$ cat config.mk
export PLATFORM = sky130hd
export DESIGN_NAME = lock_loss_ctrl
export DESIGN_NICKNAME = d
export VERILOG_FILES = /design/src/rtl/lock_loss_pkg.sv /design/src/rtl/lol_jitter_cmp.sv /design/src/rtl/lol_acq_seq.sv /design/src/rtl/lol_status_regs.sv /design/src/rtl/lol_squelch_gate.sv /design/src/rtl/lock_loss_ctrl.sv
export SDC_FILE = /design/constraint.sdc
export NUM_CORES = 1
export LEC_CHECK = 0
export ABC_AREA = 1
export BUFFER_PORTS_ARGS = -buffer_cell sky130_fd_sc_hd__buf_2
export CORE_MARGIN = 2
export CORE_UTILIZATION = 30
export CTS_CLUSTER_DIAMETER = 200
export DETAILED_ROUTE_END_ITERATION = 8
export PLACE_DENSITY = 0.8
export SYNTH_ARGS = -nofsm -noshare
export SYNTH_HDL_FRONTEND = slang
export SYNTH_SLANG_ARGS = --single-unit
$ cat constraint.sdc
create_clock -name clk -period 1.53 [get_ports clk]
set_input_delay 0 -clock clk [delete_from_list [all_inputs] [get_ports clk]]
set_output_delay 0 -clock clk [all_outputs]
set_load 0.005 [all_outputs]
$ cat src/rtl/lock_loss_pkg.sv
package lock_loss_pkg;

    typedef enum logic [1:0] {
        SRC_AUTO   = 2'b00,
        SRC_JITTER = 2'b01,
        SRC_FREQ   = 2'b10,
        SRC_ANY    = 2'b11
    } lol_src_e;

    localparam logic [7:0] ACQ_HUNT  = 8'h98;
    localparam logic [7:0] ACQ_TRACK = 8'h00;

    typedef struct packed {
        logic jitter;
        logic freq;
        logic los;
    } lol_cand_t;

    typedef struct packed {
        logic       wr;
        logic [7:0] data;
    } acq_cmd_t;

    function automatic logic pick_source(input lol_src_e mode, input logic ref_on,
                                         input lol_cand_t c, input logic los_force_en);
        logic base;
        case (mode)
            SRC_AUTO:   base = ref_on ? c.freq : c.jitter;
            SRC_JITTER: base = c.jitter;
            SRC_FREQ:   base = c.freq;
            default:    base = c.jitter | c.freq;
        endcase
        return base | (los_force_en & c.los);
    endfunction

    function automatic logic [7:0] acq_code(input logic lost);
        return lost ? ACQ_HUNT : ACQ_TRACK;
    endfunction

endpackage

$ cat src/rtl/lol_jitter_cmp.sv
module lol_jitter_cmp #(
    parameter int MEAS_W = 12
) (
    input  logic              clk,
    input  logic              rst,
    input  logic [MEAS_W-1:0] meas,
    input  logic [MEAS_W-1:0] thresh,
    output logic              jit_next
);
    logic jit_state;
    logic above;
    logic below;

    assign above = meas > thresh;
    assign below = meas < thresh;

    always_comb begin
        if (above)      jit_next = 1'b1;
        else if (below) jit_next = 1'b0;
        else            jit_next = jit_state;
    end

    always_ff @(posedge clk) begin
        if (rst) jit_state <= 1'b0;
        else     jit_state <= jit_next;
    end
endmodule

$ cat src/rtl/lol_acq_seq.sv
module lol_acq_seq
    import lock_loss_pkg::*;
(
    input  logic       clk,
    input  logic       rst,
    input  logic       lol_next,
    output logic       lol_q,
    output logic       lol_rise,
    output acq_cmd_t   acq
);
    logic change;

    assign change   = lol_next ^ lol_q;
    assign lol_rise = lol_next & ~lol_q;

    always_ff @(posedge clk) begin
        if (rst) begin
            lol_q    <= 1'b0;
            acq.wr   <= 1'b0;
            acq.data <= ACQ_TRACK;
        end else begin
            lol_q  <= lol_next;
            acq.wr <= change;
            if (change) acq.data <= acq_code(lol_next);
        end
    end
endmodule

$ cat src/rtl/lol_status_regs.sv
module lol_status_regs (
    input  logic clk,
    input  logic rst,
    input  logic lol_rise,
    input  logic irq_clr,
    input  logic irq_en,
    output logic irq_sticky,
    output logic irq
);
    always_ff @(posedge clk) begin
        if (rst)           irq_sticky <= 1'b0;
        else if (lol_rise) irq_sticky <= 1'b1;
        else if (irq_clr)  irq_sticky <= 1'b0;
    end

    assign irq = irq_sticky & irq_en;
endmodule

$ cat src/rtl/lol_squelch_gate.sv
module lol_squelch_gate #(
    parameter int DATA_W = 32
) (
    input  logic              kill,
    input  logic [DATA_W-1:0] din,
    output logic [DATA_W-1:0] dout
);
    for (genvar b = 0; b < DATA_W; b++) begin : g_bit
        assign dout[b] = din[b] & ~kill;
    end
endmodule

$ cat src/rtl/lock_loss_ctrl.sv
module lock_loss_ctrl
    import lock_loss_pkg::*;
#(
    parameter int MEAS_W = 12,
    parameter int DATA_W = 32
) (
    input  logic              clk,
    input  logic              rst,
    input  logic [MEAS_W-1:0] jit_meas,
    input  logic [MEAS_W-1:0] jit_thresh,
    input  logic              freq_lol,
    input  logic              los,
    input  logic              ref_en,
    input  logic [1:0]        src_mode,
    input  logic              los_lol_en,
    input  logic              squelch_en,
    input  logic              irq_en,
    input  logic              irq_clr,
    input  logic [DATA_W-1:0] rx_data_in,
    output logic [DATA_W-1:0] rx_data_out,
    output logic              lol,
    output logic              irq_sticky,
    output logic              irq,
    output logic              acq_wr,
    output logic [7:0]        acq_data
);
    logic      jit_next;
    logic      lol_next;
    logic      lol_rise;
    lol_cand_t cand;
    acq_cmd_t  acq;

    lol_jitter_cmp #(.MEAS_W(MEAS_W)) u_cmp (
        .clk      (clk),
        .rst      (rst),
        .meas     (jit_meas),
        .thresh   (jit_thresh),
        .jit_next (jit_next)
    );

    assign cand.jitter = jit_next;
    assign cand.freq   = freq_lol;
    assign cand.los    = los;
    assign lol_next    = pick_source(lol_src_e'(src_mode), ref_en, cand, los_lol_en);

    lol_acq_seq u_seq (
        .clk      (clk),
        .rst      (rst),
        .lol_next (lol_next),
        .lol_q    (lol),
        .lol_rise (lol_rise),
        .acq      (acq)
    );

    assign acq_wr   = acq.wr;
    assign acq_data = acq.data;

    lol_status_regs u_stat (
        .clk        (clk),
        .rst        (rst),
        .lol_rise   (lol_rise),
        .irq_clr    (irq_clr),
        .irq_en     (irq_en),
        .irq_sticky (irq_sticky),
        .irq        (irq)
    );

    lol_squelch_gate #(.DATA_W(DATA_W)) u_sq (
        .kill (squelch_en & lol),
        .din  (rx_data_in),
        .dout (rx_data_out)
    );
endmodule

* Word-level counts from Yosys, hierarchy flattened
Cells that the tools add are included.
** Operators by class
- Order comparisons :: 2
- Reductions and logical operators :: 2
- Multiplexer cells :: 7
- Eq/ne operators :: 2
- Bitwise gates (word level) :: 41
** Operator list (count)
- $and A1 B1 Y1 :: 36
- $gt A12 B12 Y1 :: 1
- $lt A12 B12 Y1 :: 1
- $mux W8 :: 1
- $mux W1 :: 5
- $pmux W1 S3 :: 1
- $eq A2 B1 Y1 const B :: 1
- $eq A2 B2 Y1 const B :: 1
- $logic_not A2 Y1 :: 1
- $not A1 Y1 :: 2
- $or A1 B1 Y1 :: 2
- $reduce_bool A2 Y1 :: 1
- $xor A1 B1 Y1 :: 1
** Storage, ports and cells
- Flip-flop bits (word level) :: 12
- Output and inout port bits :: 44
- Logic and storage cells :: 59

* Depth between registers and ports, before layout
Gate-level depths: netlist of run 1.
- Word-level depth :: 8
- Gate-level depth with buffers :: 17
- Gate-level depth less buffers :: 17

* Cells and area by module
From an unflattened synthesis of run 1, not the netlist that was laid out.
** Second synthesis, totals
- Cells, all modules :: 171
- Area, all modules :: 934.6 sq um
** Modules (own cells, without submodules)
- lol_jitter_cmp :: cells each 63, instances 1, sequential area each 20.0 sq um, area each 394.1 sq um
- lol_squelch_gate :: cells each 67, instances 1, sequential area each 0.0 sq um, area each 274.0 sq um
- lol_acq_seq :: cells each 22, instances 1, sequential area each 60.1 sq um, area each 168.9 sq um
- lock_loss_ctrl :: cells each 12, instances 1, sequential area each 0.0 sq um, area each 50.0 sq um
- lol_status_regs :: cells each 7, instances 1, sequential area each 20.0 sq um, area each 47.5 sq um

* Worst setup path after synthesis of run 1
Ideal clock, no wire load.
- Path kind :: in2reg
- Start point :: input port jit_thresh[11]
- End point :: register, netlist name u_seq.acq[4]
- Stages :: 15
- Path buffers :: 0
- Setup time :: 109 ps
- Data required time :: 1421 ps
- Arrival time :: 1360 ps
- Setup slack :: 61 ps
- Cells stage by stage :: inv_1 ha_1 nand2_1 inv_2 nand2_4 nor2_4 nand3_1 nand3_2 nand2_1 ha_1 inv_1 nor2_1 nor2_1 nand2_1 inv_1
** Between the ends
- Longest elaborated chain between the ends :: 7
** RTL lines
- start, declared :: line lock_loss_ctrl.sv:10 : input logic [MEAS_W-1:0] jit_thresh,
- $lt A12 B12 Y1 :: line lol_jitter_cmp.sv:15 : assign below = meas < thresh;
- $mux W1 :: line lol_jitter_cmp.sv:19 : else if (below) jit_next = 1'b0;
- $mux W1 (*) :: line lol_jitter_cmp.sv:18 : if (above) jit_next = 1'b1;
- $or A1 B1 Y1 or $mux W1 (tied branches) :: line lock_loss_pkg.sv:31, lock_loss_pkg.sv:28
- $pmux W1 S3 (*) :: line lock_loss_pkg.sv:27 : case (mode)
- $or A1 B1 Y1 (*) :: line lock_loss_pkg.sv:33 : return base | (los_force_en & c.los);
- net lol_next :: line lock_loss_ctrl.sv:28 : logic lol_next;
- $mux W8 or $xor A1 B1 Y1 (tied branches) :: line lock_loss_pkg.sv:37, lol_acq_seq.sv:13
Mark *: on every way through the listed nets, which the timed path passes. The rest lies on a longest branch.
A chain may end at the register's enable or synchronous reset.

* Final worst setup path of run 1
- Start point :: register u_cmp.jit_state
- End point :: register, netlist name u_seq.acq[4]
** Between the ends
- Longest elaborated chain between the ends :: 6
** RTL lines
- start, declared :: line lol_jitter_cmp.sv:10 : logic jit_state;
- start signal, assigned :: line lol_jitter_cmp.sv:25 : else jit_state <= jit_next;
- $mux W1 (*) :: line lol_jitter_cmp.sv:19
- $mux W1 (*) :: line lol_jitter_cmp.sv:18
- $or A1 B1 Y1 or $mux W1 (tied branches) :: line lock_loss_pkg.sv:31, lock_loss_pkg.sv:28
- $pmux W1 S3 (*) :: line lock_loss_pkg.sv:27
- $or A1 B1 Y1 (*) :: line lock_loss_pkg.sv:33
- net lol_next :: line lock_loss_ctrl.sv:28
- $mux W8 or $xor A1 B1 Y1 (tied branches) :: line lock_loss_pkg.sv:37, lol_acq_seq.sv:13
Marked as above.

==> results of run 1 <==
worst paths after layout:
check                                  startpoint           endpoint  cells after the start
worst min register to register  u_stat.irq_sticky  u_stat.irq_sticky                      2
worst min-delay path                      irq_clr  u_stat.irq_sticky                      4
worst max register to register    u_cmp.jit_state       u_seq.acq[4]                     10
worst max-delay path              u_cmp.jit_state       u_seq.acq[4]                     10
cell usage in the layout, fill, tap and decap left out, drive strengths merged:
master and instances:
a21o 1, a21oi 5, a22oi 1, buf 110, clkbuf 4, conb 5, dfxtp 5, dlygate4sd3 1
ha 13, inv 60, nand2 20, nand3 4, nand4 1, nor2 41, nor3 1, nor3b 1
o21bai 1
where the power goes:
part           switching (mW)  internal [mW]
registers              0.0103          0.147
clock network          0.0479         0.0982
logic                   0.191          0.214
metal layers:
layer  share of wire (%)  wire (um)
met1                  36        910
met3                 9.4        236
met2                  54       1360
met4                   0          0
met5                   0          0
cell type report:
cell class	instances	area [um^2]	area share, %
Clock buffer	4	26.3	1.73
Inverter	60	225	14.9
Multi-Input combinational cell	94	552	36.4
Sequential cell	5	100	6.61
Tap cell	31	38.8	2.56
Timing Repair Buffer	111	573	37.8
state kept, by name, summed over array words and instances, names as in the netlist:
signal             count
u_cmp.jit_state        1
u_stat.irq_sticky      1
u_seq.lol_q            1
u_seq.acq              2
timing repair:
item / 4_1_cts / 5_1_grt
buffers inserted: 0 / 0
hold buffers: 1 / 0
endpoints found under the setup margin: 0 / 1
gates resized for setup: 0 / 2
endpoints found under the hold margin: 3 / 0
tightest hold or removal path, cell delays in order:
cell	delay, ns
buf_2	0.10
inv_1	0.04
a21oi_1	0.05
nor2_1	0.07
synthesized netlist by cell type:
master / instances / area, um^2
nand2_1: 18 / 67.6
nor2_1: 40 / 150
nand2_4: 1 / 11.3
buf_4: 7 / 52.6
a22oi_1: 1 / 7.51
nor3_1: 1 / 5.00
nand3_2: 3 / 30.0
nand2_2: 1 / 6.26
nand4_1: 1 / 6.26
nor2_4: 1 / 11.3
ha_1: 13 / 163
dfxtp_1: 5 / 100
nand3_1: 1 / 5.00
a21oi_1: 5 / 25.0
nor3b_2: 1 / 12.5
clkbuf_1: 3 / 11.3
a21o_1: 1 / 7.51
inv_1: 58 / 218
conb_1: 1 / 3.75
o21bai_1: 1 / 7.51
inv_2: 2 / 7.51
cell families after synthesis:
group                      after synthesis  synth area share (%)
buffers and inverters                   70                  31.8
adders and majority gates               13                  17.9
DFF                                      5                  11.0
AOI/OAI and AO/OA                        8                  5.23
and+or+nand+nor                         68                  33.6
other                                    1                 0.413
per-stage QoR:
stage	setup WS, ns	instances
floorplan	0.0609	169
global route	-0.00482	305
global placement	-0.0588	300
CTS	0.0903	305
detailed placement	-0.147	300
finish	0.0893	305
==> impl_metrics.ini, run 1 <==
[status]
status = finished, final reports clean

[pwr]
powerDensity_nw_per_um2 = 467
leakagePower_nw = 1.13
ir_worst_vdd_mv = 0.247
p_total_mw = 0.708

[floorplanning]
start_util_pct = 32.4
dieWidth_um = 59.0
row_count = 19
core_area_um2 = 2810
dieArea_um2 = 3480
dieHeight_um = 59.0
boundaryPins = 111

[timing]
fmax_ghz = 0.694
whs_ns = 0.0671
min_period_ns = 1.44
hold_viol = 0
tns_ns = 0
finClkSkew_ns = 0.000773
finalMaxSlewViolations = 0
period_share_pct = 94.2
setup_viol = 0

[detailed_routing]
vias = 1193
routed_via_density = 3.91
dr.pass1.iters = 4
initialDrtViolationCount = 20
post-route-drc-count = 0
drt_wl_total_um = 2510
antenna_left = 0
post_drt_wl_per_cell_um = 8.22

[yosys]
syn_area_per_cell_um2 = 5.51
synth_area_um2 = 908
ys_seq_elements = 5
ys_types = 21
synth_seq_area_share_pct = 11.0
yosys_warnings = 0
syn_inst = 165

[worst_setup_path]
crit_buf_inv = 2
slowest_stage = dfxtp_1
cpPeakStageDelay_ns = 0.30
timing_worst_setup_path_type = flip-flop to flip-flop
start_kind = flip-flop
crit_fanout = 2
path_cells = nor3b_2 > nand3_2 > nand3_2 > nand2_1 > ha_4 > inv_1 > nor2_1 > nor2_1 > nand2_1 > inv_1
end_kind = flip-flop
cp.required_ns = 1.66
reg2reg_slack_ns = 0.09
critPathTopFamily = simple AND/OR/NAND/NOR gates
worstPathArrival_ns = 1.57

[cells_and_area]
fin_area_um2 = 1520
nets = 355
final_core_util_pct = 54.0
n_fill_cell = 296
drive_gt1_share_pct = 45.3
insertedDiodeCount = 0
area_delta_synth_final_pct = 66.8

[cts]
path_clk_slew_ns = 0.04
htree_levels = 1
clk_latency_ns = 0.23
cts_tree = yes
cts_buffers = 3
numClockSinks = 5
cts_buffer_depth = 2
root_buffer = clkbuf_4

[global_routing]
grt-ovfl-total = 0
met3_usage_pct = 2.84
grt_pass1_vias = 1025
busiest_layer = met2
grt_pass1_wl_um = 3740
gr-usage-met2_pct = 27.8
grt_usage_pct = 13.3
antenna_found_initial = 0
grt_max_degree = 18
use_met1_pct = 13.4

[placement]
hpwl_um = 2290
place_area_um2 = 1460
gp_congestion = 0.739
io_buffers = 105

[run]
maxCapViolations = 0

[min_path]
hp-class = primary input to flip-flop
Note: power is estimated with default switching activity, not from simulation.
==> inputs of run 2 (changes only) <==
--- a/config.mk
+++ b/config.mk
@@ -8,10 +8,11 @@
 export ABC_AREA = 1
 export BUFFER_PORTS_ARGS = -buffer_cell sky130_fd_sc_hd__buf_2
 export CORE_MARGIN = 2
-export CORE_UTILIZATION = 30
+export CORE_UTILIZATION = 33
 export CTS_CLUSTER_DIAMETER = 200
 export DETAILED_ROUTE_END_ITERATION = 8
-export PLACE_DENSITY = 0.8
+export PLACE_DENSITY = 0.82
 export SYNTH_ARGS = -nofsm -noshare
 export SYNTH_HDL_FRONTEND = slang
+export SYNTH_HIERARCHICAL = 1
 export SYNTH_SLANG_ARGS = --single-unit
==> constraint.sdc (replaced) <==
create_clock -name clk -period 1.6 [get_ports clk]
set_input_delay 0 -clock clk [delete_from_list [all_inputs] [get_ports clk]]
set_output_delay 0 -clock clk [all_outputs]
set_load 0.005 [all_outputs]
==> run 2 against run 1 <==
Effect of this change:
- power down 4.8%
- design area down 1.2%
- sequential share of layout area up 0.083 points
- critical path type unchanged
- critical endpoint is now u_seq/acq[4]
==> impl_metrics.ini, run 2 <==
[status]
status = finished, final reports clean

[cells_and_area]
nets = 360
drive_gt1_share_pct = 44.1
insertedDiodeCount = 0
n_fill_cell = 290
mostFrequentLayoutCells = buf_2, inv_1, nor2_1
regMostFlops = u_seq/acq
seqCellArea_um2 = 100
area_delta_synth_final_pct = 60.1
multi_input_area_um2 = 519
largest_reg_flops = 2
final_common_cell = buf_2

[timing]
tns_ns = 0
hold_viol = 0
finalMaxSlewViolations = 0
min_period_ns = 1.48
finClkSkew_ns = 0.000537
worst_slack_ns = 0.117
period_share_pct = 92.7
setup_viol = 0
rsz0062_at_grt = no
fmax_ghz = 0.675

[worst_setup_path]
timing_worst_setup_path_type = flip-flop to flip-flop
critPathCapture = u_seq/acq[4]
worst_r2r_endpoint = u_seq/acq[4]
worstPathArrival_ns = 1.62
rr_startpoint = u_cmp/jit_state
rr_worst_depth = 9
crit_path_start = u_cmp/jit_state
start_kind = flip-flop
reg2reg_slack_ns = 0.12
cp.required_ns = 1.74
end_kind = flip-flop
crit_fanout = 3

[yosys]
synth_common_cells = inv_1, nor2_1, nand2_1
yosys.area.top_type_share_pct = 24.9
syn_inst = 171
ys_types = 19
synth_edf_count = 0
ys_seq_elements = 5
yosys_most_used_dff = dfxtp_1
synth_area_um2 = 935
synth_seq_area_share_pct = 10.7
syn_area_per_cell_um2 = 5.47
yosys-top-cells-area = inv_1, ha_1, nor2_1, dfxtp_1, nand2_1
async_reset_ff_share_pct = 0
synth_top_area_cell = inv_1
yosys_warnings = 6
synth.most_common_cell = inv_1

[floorplanning]
row_count = 19
dieWidth_um = 57.2
start_util_pct = 34.2
dieHeight_um = 57.2
dieArea_um2 = 3270
boundaryPins = 111
core_area_um2 = 2730

[cts]
clk_latency_ns = 0.24
numClockSinks = 5
path_clk_slew_ns = 0.04
cts_buffer_depth = 2
cts_buffers = 3
root_buffer = clkbuf_4
htree_levels = 1
cts_tree = yes

[pwr]
ir_worst_vdd_mv = 0.407
p_total_mw = 0.674
powerDensity_nw_per_um2 = 450
leakagePower_nw = 1.15

[global_routing]
grt_pass1_vias = 1102
grt_usage_pct = 15.0
grt_pass1_wl_um = 4030
grt-ovfl-total = 0
grt_max_degree = 33
antenna_found_initial = 0

[placement]
hpwl_um = 2190
preCtsSetupSlack_ns = -0.127
io_buffers = 105
gp_congestion = 0.766

[detailed_routing]
vias = 1212
routed_via_density = 3.91
dr.pass1.iters = 4
drt_wl_total_um = 2530
post-route-drc-count = 0
antenna_left = 0
post_drt_wl_per_cell_um = 8.15
initialDrtViolationCount = 14

[min_path]
hp-class = primary input to output pin

[run]
maxCapViolations = 0
-- run 2: changes by cell type after synthesis, moves of 2 or more --
cell / before / now
nand2_1: 18 / 23
inv_1: 58 / 62
nor2_1: 40 / 36
buf_6: 0 / 3
clkbuf_1: 3 / 0
nor2_2: 0 / 3
a21oi_1: 5 / 3
nand2_2: 1 / 3
nand3_1: 1 / 3
nand3_2: 3 / 1
-- run 2: what timing repair did --
| item | in CTS | in global routing |
|---|---|---|
| buffers inserted | 0 | 0 |
| gates resized for setup | 0 | 0 |
| hold buffers | 2 | 0 |
| endpoints found under the hold margin | 4 | 0 |
-- run 2: metal layers --
layer  GRT usage [%]  vias to the layer above  part of all wire (%)  routed length [um]
li1                -                      675                     -                   -
met4            3.65                        0                     0                   0
met2            31.5                       43                    55                1380
met1            13.9                      494                    37                 944
met5               0                        -                     0                   0
met3            4.08                        0                   7.8                 198
-- run 2: cell families after synthesis --
family	share of synthesized area [%]
adders and majority gates	17.4
buffers and inverters	35.3
AOI/OAI and AO/OA	3.35
DFF	10.7
other	0.401
and+or+nand+nor	32.8
-- run 2: worst max-delay path, cell delays in order, from the launching register on --
cell and delay [ns]:
dfxtp_1 0.29, nor3_1 0.17, nand3_1 0.11, nand2_2 0.09, inv_1 0.04, nand2_1 0.06, nand3_1 0.10, ha_1 0.35
nor2_1 0.13, nor2_2 0.05
-- run 2: through the flow --
stage / cell area (um^2) / hold WS, ns / utilization (%) / instances
6_report: 1500 / 0.250 / 54.7 / 310
3_3_place_gp: 1450 / 0.229 / 53.0 / 304
3_5_place_dp: 1450 / 0.235 / 53.0 / 304
2_1_floorplan: 950 / 0.0624 / - / 175
5_1_grt: 1500 / 0.261 / 54.7 / 310
4_1_cts: 1500 / 0.248 / 54.7 / 310
-- run 2: cell type report --
class	instances	share of cell area (%)
Timing Repair Buffer	110	38.0
Sequential cell	5	6.69
Inverter	65	16.3
Clock buffer	4	1.76
Multi-Input combinational cell	95	34.7
Tap cell	31	2.59
-- run 2: power breakdown --
group | internal (mW) | total (mW) | switching (mW)
Combinational | 0.196 | 0.375 | 0.179
Clock | 0.0944 | 0.148 | 0.0540
Sequential | 0.141 | 0.151 | 0.0103
Total | 0.431 | 0.674 | 0.243
-- run 2: how the worst min path moves through the flow --
| stage | from | endpoint | slack [ns] | cells past startpoint |
|---|---|---|---|---|
| final | irq_en | irq | 0.25 | 4 |
| after CTS | los | u_seq/lol_q | 0.25 | 6 |
| after global placement | rst | u_stat/irq_sticky | 0.23 | 2 |
| after global routing | irq_en | irq | 0.26 | 4 |
| after detailed placement | rst | u_stat/irq_sticky | 0.23 | 2 |
| after floorplan | rst | u_stat/irq_sticky | 0.06 | 1 |
==> inputs of run 3 (changes only) <==
--- a/config.mk
+++ b/config.mk
@@ -11,7 +11,8 @@
 export CORE_UTILIZATION = 33
 export CTS_CLUSTER_DIAMETER = 200
 export DETAILED_ROUTE_END_ITERATION = 8
-export PLACE_DENSITY = 0.82
+export PLACE_DENSITY = 0.88
+export RECOVER_POWER = 100
 export SYNTH_ARGS = -nofsm -noshare
 export SYNTH_HDL_FRONTEND = slang
 export SYNTH_HIERARCHICAL = 1
==> run 3 against run 2 <==
Effect of this change:
- worst hold slack lost 0.23 ns
- routed wire length shrank 3.0%
- sequential share of layout area is essentially flat
==> impl_metrics.ini, run 3 (synthesis gave the netlist of run 2 again) <==
[worst_setup_path]
crit_path_start = u_cmp/jit_state
timing_worst_setup_path_type = flip-flop to flip-flop
critPathCapture = u_seq/acq[4]
cp.required_ns = 1.74
worst_r2r_endpoint = u_seq/acq[4]
reg2reg_slack_ns = 0.15
rr_startpoint = u_cmp/jit_state
rr_worst_depth = 10
crit_fanout = 3
end_kind = flip-flop
start_kind = flip-flop
worstPathArrival_ns = 1.59

[timing]
tightest_slew_ns = 0.561
min_period_ns = 1.45
hold_viol = 0
whs_ns = 0.0166
relSlewSlack_pct = 62.6
finClkSkew_ns = 0.00542
period_share_pct = 90.6
rsz0062_at_grt = no
setup_viol = 0
finalMaxSlewViolations = 0
fmax_ghz = 0.690

[placement]
hpwl_um = 2160
gp_congestion = 0.667
io_buffers = 105
place_area_um2 = 1460

[detailed_routing]
routed_via_density = 3.89
vias = 1207
drt_wl_total_um = 2450
met1_length_um = 982
wl_met2_um = 1270
initialDrtViolationCount = 24
dr.pass1.iters = 4
highest_layer = met3
post-route-drc-count = 0
post_drt_wl_per_cell_um = 7.90
antenna_left = 0
dr_wl_met3_um = 198

[floorplanning]
dieWidth_um = 57.2
dieHeight_um = 57.2
start_util_pct = 34.2
core_area_um2 = 2730
dieArea_um2 = 3270
row_count = 19
boundaryPins = 111

[global_routing]
grt_max_degree = 33
grt-ovfl-total = 0
grt_pass1_wl_um = 3910
antenna_found_initial = 0
grt_usage_pct = 14.5
grt_pass1_vias = 1020

[cts]
htree_levels = 1
path_clk_slew_ns = 0.05
clk_latency_ns = 0.24
cts_tree = yes
numClockSinks = 5
post_cts_buffers = 0
root_buffer = clkbuf_4
cts_buffers = 3
cts_buffer_depth = 2

[pwr]
powerDensity_nw_per_um2 = 452
ir_worst_vdd_mv = 0.510
leakagePower_nw = 1.11

[run]
maxCapViolations = 0

[cells_and_area]
n_fill_cell = 293
mostFrequentLayoutCells = buf_2, inv_1, nor2_1
insertedDiodeCount = 0
seqCellArea_um2 = 100
drive_gt1_share_pct = 39.1
nets = 360
final_common_cell = buf_2
fin_area_um2 = 1490
regMostFlops = u_seq/acq
multi_input_area_um2 = 537
largest_reg_flops = 2
area_delta_synth_final_pct = 59.2

[min_path]
hp-class = primary input to flip-flop

[status]
status = finished, final reports clean
-- run 3: worst min path at each step --
stage	from	endpoint	slack, ns	cells past startpoint
2_1_floorplan	rst	u_stat/irq_sticky	0.06	1
5_1_grt	irq_clr	u_stat/irq_sticky	0.04	4
4_1_cts	irq_clr	u_stat/irq_sticky	0.009	4
6_report	irq_clr	u_stat/irq_sticky	0.02	4
3_5_place_dp	rst	u_stat/irq_sticky	0.23	2
3_3_place_gp	rst	u_stat/irq_sticky	0.24	2
-- run 3: layer usage --
layer / global-route usage [%] / up-vias
met4: 1.99 / 0
met1: 16.2 / 488
li1: - / 675
met3: 4.54 / 0
met2: 27.4 / 44
met5: 0 / -
-- run 3: timing repair --
| item | CTS | global route |
|---|---|---|
| hold endpoints to repair | 4 | 0 |
| gates resized for setup | 0 | 2 |
| hold buffers | 1 | 0 |
| setup endpoints to repair | 0 | 1 |
-- run 3: final cells by class --
class / instances / area share, %
repair buffers: 110 / 36.4
well taps: 31 / 2.61
flip-flops and latches: 5 / 6.73
clock buffers: 4 / 1.77
multi-input cells: 95 / 36.1
inverters: 65 / 16.4
-- run 3: through the flow --
step	utilization (%)	setup WS [ns]	TNS, ns	std cells	total power [mW]
after floorplan	-	0.0931	0	175	0.360
after global placement	53.3	-0.0324	-0.0324	305	0.517
after detailed placement	53.3	-0.0840	-0.0840	305	0.527
after CTS	54.6	0.0933	0	310	0.680
after global routing	54.4	0.0189	0	310	0.742
final	54.4	0.150	0	310	0.673
-- run 3: power by group --
group	leakage (nW)	total, mW	switching (mW)	internal, mW
clock	0.0150	0.146	0.0517	0.0943
sequential	0.0417	0.150	0.00926	0.141
combinational	1.05	0.377	0.184	0.193
-- run 3: worst max-delay path: stages, from the launching register on --
cell	delay, ns
dfxtp_1	0.30
nor3_1	0.17
nand3_1	0.12
nand2_2	0.09
inv_1	0.04
nand2_1	0.07
nand3_2	0.10
ha_4	0.30
nand2_1	0.05
nand2_1	0.07
nor2_2	0.03
